--- src/rtl/edge_tx_pkg.sv ---
package edge_tx_pkg;

  // Next value of an idle counter: cleared on a send or when not running.
  function automatic int unsigned idle_next(input int unsigned cur,
                                            input logic running,
                                            input logic sent);
    if (!running || sent) return 0;
    return cur + 1;
  endfunction

  // An interval of `period` cycles has elapsed when the counter holds period-1.
  function automatic logic interval_done(input int unsigned cur,
                                         input int unsigned period);
    return (cur + 1) == period;
  endfunction

endpackage

--- src/rtl/edge_tx_sync.sv ---
module edge_tx_sync #(
  parameter int STAGES = 2
) (
  input  logic clk,
  input  logic rst,
  input  logic d,
  output logic q
);
  logic [STAGES-1:0] chain;

  for (genvar g = 0; g < STAGES; g++) begin : g_stage
    if (g == 0) begin : g_first
      always_ff @(posedge clk) begin
        if (rst) chain[0] <= 1'b0;
        else     chain[0] <= d;
      end
    end else begin : g_next
      always_ff @(posedge clk) begin
        if (rst) chain[g] <= 1'b0;
        else     chain[g] <= chain[g-1];
      end
    end
  end

  assign q = chain[STAGES-1];
endmodule

--- src/rtl/edge_tx_timer.sv ---
module edge_tx_timer #(
  parameter int REFRESH_CYC = 100
) (
  input  logic clk,
  input  logic rst,
  input  logic running,
  input  logic sent,
  output logic due
);
  import edge_tx_pkg::*;

  localparam int CW = (REFRESH_CYC > 2) ? $clog2(REFRESH_CYC) : 1;

  logic [CW-1:0] idle_q;

  always_ff @(posedge clk) begin
    if (rst) idle_q <= '0;
    else     idle_q <= CW'(idle_next(int'(idle_q), running, sent));
  end

  assign due = running && interval_done(int'(idle_q), REFRESH_CYC);

  // The counter never passes the point where a refresh must have fired.
  AST_IDLE_BOUNDED: assert property (@(posedge clk) disable iff (rst)
    int'(idle_q) < REFRESH_CYC);
endmodule

--- src/rtl/edge_tx_encoder.sv ---
module edge_tx_encoder (
  input  logic clk,
  input  logic rst,
  input  logic level,
  input  logic en,
  input  logic refresh_due,
  output logic armed,
  output logic fire,
  output logic set_o,
  output logic clr_o
);
  logic held_q;
  logic armed_q;
  logic set_q;
  logic clr_q;
  logic wake;
  logic change;
  logic refresh;

  assign wake    = en && !armed_q;
  assign change  = en && armed_q && (level != held_q);
  assign refresh = en && armed_q && refresh_due;
  assign fire    = wake || change || refresh;

  always_ff @(posedge clk) begin
    if (rst) begin
      held_q  <= 1'b0;
      armed_q <= 1'b0;
      set_q   <= 1'b0;
      clr_q   <= 1'b0;
    end else begin
      armed_q <= en;
      set_q   <= fire && level;
      clr_q   <= fire && !level;
      if (fire) held_q <= level;
    end
  end

  assign armed = armed_q;
  assign set_o = set_q;
  assign clr_o = clr_q;

  AST_CHANGE_SENDS: assert property (@(posedge clk) disable iff (rst)
    change |=> (set_q == held_q) && (clr_q == !held_q));
  AST_SET_ONE_WIDE: assert property (@(posedge clk) disable iff (rst)
    set_q |=> !set_q);
  AST_CLR_ONE_WIDE: assert property (@(posedge clk) disable iff (rst)
    clr_q |=> !clr_q);
  AST_WAKE_SENDS: assert property (@(posedge clk) disable iff (rst)
    $rose(en) |=> (set_q || clr_q));
endmodule

--- src/rtl/edge_pulse_tx.sv ---
module edge_pulse_tx #(
  parameter int REFRESH_CYC = 100,
  parameter int SYNC_STAGES = 2
) (
  input  logic clk,
  input  logic rst,
  input  logic data_in,
  input  logic link_en,
  output logic pulse_set,
  output logic pulse_clr
);
  localparam int GW = $clog2(REFRESH_CYC + 1) + 1;

  logic lvl_sync;
  logic armed;
  logic fire;
  logic due;

  edge_tx_sync #(.STAGES(SYNC_STAGES)) u_sync (
    .clk (clk),
    .rst (rst),
    .d   (data_in),
    .q   (lvl_sync)
  );

  edge_tx_timer #(.REFRESH_CYC(REFRESH_CYC)) u_timer (
    .clk     (clk),
    .rst     (rst),
    .running (link_en && armed),
    .sent    (fire),
    .due     (due)
  );

  edge_tx_encoder u_enc (
    .clk         (clk),
    .rst         (rst),
    .level       (lvl_sync),
    .en          (link_en),
    .refresh_due (due),
    .armed       (armed),
    .fire        (fire),
    .set_o       (pulse_set),
    .clr_o       (pulse_clr)
  );

  // Output-side gap watch: cycles since the last visible pulse while enabled.
  logic [GW-1:0] gap_q;
  always_ff @(posedge clk) begin
    if (rst || !link_en || pulse_set || pulse_clr) gap_q <= '0;
    else if (gap_q < GW'(REFRESH_CYC)) gap_q <= gap_q + 1'b1;
  end

  AST_NO_OVERLAP: assert property (@(posedge clk) disable iff (rst)
    !(pulse_set && pulse_clr));
  AST_REFRESH_GAP: assert property (@(posedge clk) disable iff (rst)
    gap_q < GW'(REFRESH_CYC));
  AST_QUIET_OFF: assert property (@(posedge clk) disable iff (rst)
    !link_en |=> !(pulse_set || pulse_clr));
  AST_RESET_QUIET: assert property (@(posedge clk)
    rst |=> !(pulse_set || pulse_clr));
endmodule

--- config.mk ---
export PLATFORM = sky130hd
export DESIGN_NAME = edge_pulse_tx
export DESIGN_NICKNAME = d
export VERILOG_FILES = /design/src/rtl/edge_tx_pkg.sv /design/src/rtl/edge_tx_sync.sv /design/src/rtl/edge_tx_timer.sv /design/src/rtl/edge_tx_encoder.sv /design/src/rtl/edge_pulse_tx.sv
export SDC_FILE = /design/constraint.sdc
export NUM_CORES = 1
export LEC_CHECK = 0
export BUFFER_PORTS_ARGS = -buffer_cell sky130_fd_sc_hd__buf_4
export CORE_AREA = 2 2 39 41
export DETAILED_ROUTE_END_ITERATION = 10
export DIE_AREA = 0 0 41 43
export GPL_TIMING_DRIVEN = 1
export PLACE_DENSITY_LB_ADDON = 0.05
export SLEW_MARGIN = 20
export SYNTH_ARGS = -nofsm -noshare
export SYNTH_HDL_FRONTEND = slang
export SYNTH_SLANG_ARGS = --single-unit
export TNS_END_PERCENT = 5
--- constraint.sdc ---
create_clock -name clk -period 2.61 [get_ports clk]
set_input_delay 0.522 -clock clk [delete_from_list [all_inputs] [get_ports clk]]
set_output_delay 0.522 -clock clk [all_outputs]
set_load 0.02 [all_outputs]
==> flow_summary.yaml, run 1 <==
sta:
  worst_pin_slew_ps: 261
  tns_ps: 0
  hold_violations: 0
  finalCritPeriodShare_pct: 55.6
  relSlewSlack_pct: 82.6
  rsz0062_at_grt: "no"
  fin_hold_ws_ps: 426
  slew_viol_final: 0
  period_needed_ps: 1450
  max_freq_mhz: 690
  final-setup-viol-count: 0
  fin_worst_skew_ps: 2.71
final_layout:
  nets: 62
  fillers: 135
  final_cells: 72
  seqCellArea_um2: 260
  final_common_cell: "dfxtp_1"
  n_antenna_cell: 0
  multi_input_comb_area_um2: 219
  drive_above_1_share_pct: 17.9
  synthToLayoutAreaGrowth_pct: 17.1
  layout_common_cells: "13 x dfxtp_1, 5 x nor3_1, 5 x buf_4"
critical_path:
  cp.required_ps: 2800
  worstPathArrival_ps: 1640
  crit_type: "reg2reg"
  r2r_setup_slack_ps: 1160
  r2r_cells: 4
  critical-path-max-stage-delay_ps: 390
  end_kind: "flip-flop"
  start_kind: "flip-flop"
  cp_max_fo: 4
  cpMaxStageDelayCell: "dfxtp_1"
  path_cells: "ha_1 -> nand2_1 -> or3_1 -> a211oi_1"
cts:
  cts_buffers: 3
  worstSkewPairLatency_ps: 270
  cts_hold_buf: 0
  post_cts_resized: 0
  cts_root_buffer: "clkbuf_4"
  cts_num_sinks: 13
  path_clk_slew_ps: 80
  cts_setup_buffers: 0
  cts_buffer_depth: 2
  ctsHtreeMaxLevel: 1
  cts_tree: "built"
logic_synthesis:
  ys_seq_area_share_pct: 53.1
  synth_area_um2: 490
  muxShareOfSynthArea_pct: 2.04
  synthesis.nets: 52
  synthCells: 47
  synthXorXnorAreaFrac_pct: 7.14
  ys_top_cells_by_area: "dfxtp_1 53%, nor3_1 5.1%, o211a_1 4.1%"
  synth-compound-area-share_pct: 12.5
  synth_fa_ha_area_share_pct: 2.55
  synth_top_family_by_area: "simple AND/OR/NAND/NOR gates"
  synth_top_cell_by_area: "dfxtp_1"
  syn_avg_cell_area_um2: 10.4
  yosys.area.top_type_share_pct: 53.1
  synth_warnings: 0
  yosys.area_share.simple_pct: 20.4
  synthDistinctLibCells: 17
  ys_seq_elements: 13
global_routing:
  grt_max_degree: 10
  grt_pass1_vias: 341
  grt_overflow: 0
  antenna_found_initial: 0
  track_usage_pct: 12.2
  grt_first_pass_wirelength_mm: 1.40
routing:
  firstDrtPassIters: 3
  wl_um: 832
  postRouteAntennaNets: 0
  via_per_inst: 4.79
  wire_per_inst_um: 11.6
  via_count: 345
  drc: 0
  drtIter0Drc: 3
worst_hold_path:
  min_path_cells: 2
  hp-class: "in2reg"
placed_design:
  io_buffers: 5
  place_congestion: 0.634
  hpwl_um: 627
  dpl.cell_count: 68
floorplanning:
  die_area_um2: 1760
  core-area_um2: 1380
  die-height_um: 43
  start_util_pct: 35.4
  fp.dieW_um: 41
  rows: 14
  design.portCount: 6
run_status:
  status: "finished, final reports clean"
power:
  power_density_nw_per_um2: 603
  vdd_drop_max_mv: 0.229
  leakagePower_uw: 0.000215
run:
  maxCapViolations: 0
## where the power goes
group	internal [uW]	switching [uW]	total [uW]
Sequential	202	2.76	205
Combinational	8.65	9.08	17.7
Clock	59.2	64.5	124
Total	270	76.3	347
## logic make-up (layout without fill, tap and decap cells)
| kind of cell | count (synthesis) | count (layout) |
|---|---|---|
| xor+xnor | 4 | 4 |
| fa+ha+maj | 1 | 1 |
| mux | 1 | 1 |
| compound gates | 7 | 7 |
| simple gates | 18 | 18 |
| buf+inv | 3 | 12 |
| flops | 13 | 13 |
## cells in the mapped netlist
master	count
a211oi_1	2
dfxtp_1	13
ha_1	1
inv_1	3
mux2i_1	1
nand2_1	3
nand3_1	3
nor2_1	1
nor2b_1	3
nor3_1	5
o211a_1	2
o21ai_0	2
o21ai_4	1
or3_1	2
or4b_4	1
xnor2_1	2
xor2_1	2
## flip-flops by register name, summed over array words and instances (netlist names)
register        cells
u_enc.set_o         1
u_enc.clr_o         1
u_enc.held_q        1
u_timer.idle_q      7
u_enc.armed         1
u_sync.chain        1
u_sync.q            1
## routing by layer
| metal | global-route usage, % | vias to the layer above | routed length (um) |
|---|---|---|---|
| li1 | - | 183 | - |
| met1 | 15.1 | 158 | 382 |
| met2 | 16.9 | 4 | 424 |
| met3 | 3.14 | 0 | 25 |
| met4 | 10.0 | 0 | 0 |
| met5 | 0 | - | 0 |
## path summary, 6_finish.rpt
| check | start | endpoint |
|---|---|---|
| worst max-delay path | u_timer.idle_q[0] | u_timer.idle_q[6] |
| worst min-delay path | rst | u_sync.chain[0] |
| worst max register to register | u_timer.idle_q[0] | u_timer.idle_q[6] |
| worst min register to register | u_sync.chain[0] | u_sync.q |
## critical path: cells and delay by family, from the launching register on
kind,cells,cell delay (ps)
AO/OA/AOI/OAI,1,230
adder cells (fa/ha/maj),1,240
flip-flops,1,390
AND/OR/NAND/NOR,2,510
## metrics by stage
| step | util, % | setup WS [ps] | power (uW) | area [um2] |
|---|---|---|---|---|
| after CTS | 41.5 | 1150 | 355 | 574 |
| after global routing | 41.5 | 1050 | 364 | 574 |
| after detailed placement | 39.6 | 1180 | 228 | 548 |
| after floorplan | - | 1320 | 220 | 490 |
| final | 41.5 | 1160 | 347 | 574 |
| after global placement | 39.6 | 1170 | 227 | 548 |
## cell type report
cell class,instances,area share [%]
Sequential cell,13,45.3
Multi-Input combinational cell,31,38.1
Timing Repair Buffer,5,6.54
Clock buffer,4,4.58
Tap cell,16,3.49
Inverter,3,1.96
(Power assumes the default switching activity.)
==> run 2: changes to the inputs <==
clock period = 1.4 ns   (was 2.61 ns; I/O delays follow)
==> run 2 against run 1 <==
Compared with the run above: final area up 5.0%; clock skew fell by 1.7 ps; cell count is 4.2% higher; clock power grew 79%; via count increased by 7.5%; utilization increased by 2.1 points; worst setup slack got worse by 1200 ps; largest cell class unchanged.
==> flow_summary.yaml, run 2 (synthesis gave the netlist of run 1 again) <==
run_status:
  status: "finished, final reports clean"
critical_path:
  start_kind: "flip-flop"
  crit_type: "reg2reg"
  path_cells: "or4b_4 -> o21ai_4 -> o211a_1"
  timing.rr.end: "u_enc.clr_o"
  r2r_cells: 3
  r2r-start: "u_timer.idle_q[3]"
  cp.required_ps: 1620
  cpMaxStageDelayCell: "or4b_4"
  critical-path-max-stage-delay_ps: 540
  cp_max_fo: 9
  end_kind: "flip-flop"
  r2r_setup_slack_ps: 6
  worstPathArrival_ps: 1610
final_layout:
  nets: 65
  n_antenna_cell: 0
  final_common_cell: "dfxtp_1"
  drive_above_1_share_pct: 25.4
  largest_reg_flops: 7
  fillers: 145
  final_cells: 75
  synthToLayoutAreaGrowth_pct: 23.0
  layout_common_cells: "12 x dfxtp_1, 8 x buf_4, 5 x nor3_1"
  largest_register: "u_timer.idle_q"
routing:
  wire_per_inst_um: 11.8
  wl_met1_um: 353
  postRouteAntennaNets: 0
  drc: 0
  wl_um: 883
  via_per_inst: 4.95
  top_layer_used: "met3"
  routed-wl-met3_um: 28
  drtIter0Drc: 3
  firstDrtPassIters: 2
  route.met2.wl_um: 502
  via_count: 371
sta:
  relSlewSlack_pct: 80.8
  slew_viol_final: 0
  timing.final.ws_setup_ps: 6.38
  final-setup-viol-count: 0
  worst_pin_slew_ps: 287
  hold_violations: 0
  max_freq_mhz: 718
  fin_worst_skew_ps: 1.04
  finalCritPeriodShare_pct: 99.5
  rsz0062_at_grt: "yes"
  period_needed_ps: 1390
power:
  finalPower_uw: 640
  power_density_nw_per_um2: 1060
  leakagePower_uw: 0.000230
  vdd_drop_max_mv: 0.440
cts:
  cts_hold_buf: 0
  worstSkewPairLatency_ps: 270
  cts_buffer_depth: 2
  path_clk_slew_ps: 70
  cts_tree: "built"
  cts_root_buffer: "clkbuf_4"
  post_cts_resized: 0
  cts_buffers: 3
  cts_setup_buffers: 0
  cts_num_sinks: 13
  ctsHtreeMaxLevel: 1
worst_hold_path:
  whs_endpoint: "u_sync.chain[0]"
  hp-class: "in2reg"
  min_from: "rst"
  min_path_cells: 2
placed_design:
  hpwl_um: 695
  io_buffers: 5
  dpl.cell_count: 71
  place_congestion: 0.647
  dp_slack_ps: 23.3
floorplanning:
  design.portCount: 6
  core-area_um2: 1380
  fp.dieW_um: 41
  die_area_um2: 1760
  die-height_um: 43
  start_util_pct: 35.4
  rows: 14
run:
  maxCapViolations: 0
global_routing:
  track_usage_pct: 13.8
  grt_overflow: 0
  antenna_found_initial: 0
  grt_max_degree: 10
  grt_first_pass_wirelength_mm: 1.63
  grt_pass1_vias: 399
==> run 2: cell types whose count changed in the layout (fill, tap and decap cells not counted), sizes merged <==
cell,change
buf,+3
==> run 2: final cells by class <==
cell class | count | area [um2] | share of cell area, %
multi-input cells | 31 | 224 | 37.1
clock buffers | 4 | 26.3 | 4.36
flip-flops and latches | 13 | 262 | 43.4
repair buffers | 8 | 60.1 | 9.96
inverters | 3 | 11.3 | 1.87
well taps | 16 | 20.0 | 3.32
==> run 2: power breakdown <==
part / switching [uW] / internal [uW]
sequential: 5.05 / 377
clock: 112 / 110
combinational: 18.3 / 17.9
total: 135 / 505
==> run 2: worst max-delay path by stage <==
stage	startpoint	endpoint	slack, ps	depth (start not counted)
floorplan	u_timer.idle_q[0]	u_timer.idle_q[6]	110	4
global placement	u_timer.idle_q[3]	u_enc.clr_o	70	3
detailed placement	u_timer.idle_q[3]	u_enc.clr_o	20	3
CTS	u_timer.idle_q[3]	u_enc.clr_o	6	3
global route	u_timer.idle_q[3]	u_enc.set_o	-20	3
finish	u_timer.idle_q[3]	u_enc.clr_o	6	3
==> run 2: through the flow <==
| step | instance area (um2) | hold WS (ps) | utilization, % | setup TNS [ps] |
|---|---|---|---|---|
| after global placement | 571 | 434 | 41.2 | 0 |
| after floorplan | 490 | 352 | - | 0 |
| after CTS | 597 | 182 | 43.1 | 0 |
| final | 603 | 189 | 43.6 | 0 |
| after detailed placement | 571 | 449 | 41.2 | 0 |
| after global routing | 603 | 181 | 43.6 | -36.5 |
==> run 2: worst max-delay path: cells and delay by family, from the launching register on <==
family	cells	cell delay [ps]
simple gates	1	540
compound gates	2	450
flops	1	340
==> run 2: layer usage <==
metal,global-route usage (%),vias up
met5,0,-
met4,8.00,0
met3,3.14,0
met2,21.3,6
met1,16.7,178
li1,-,187
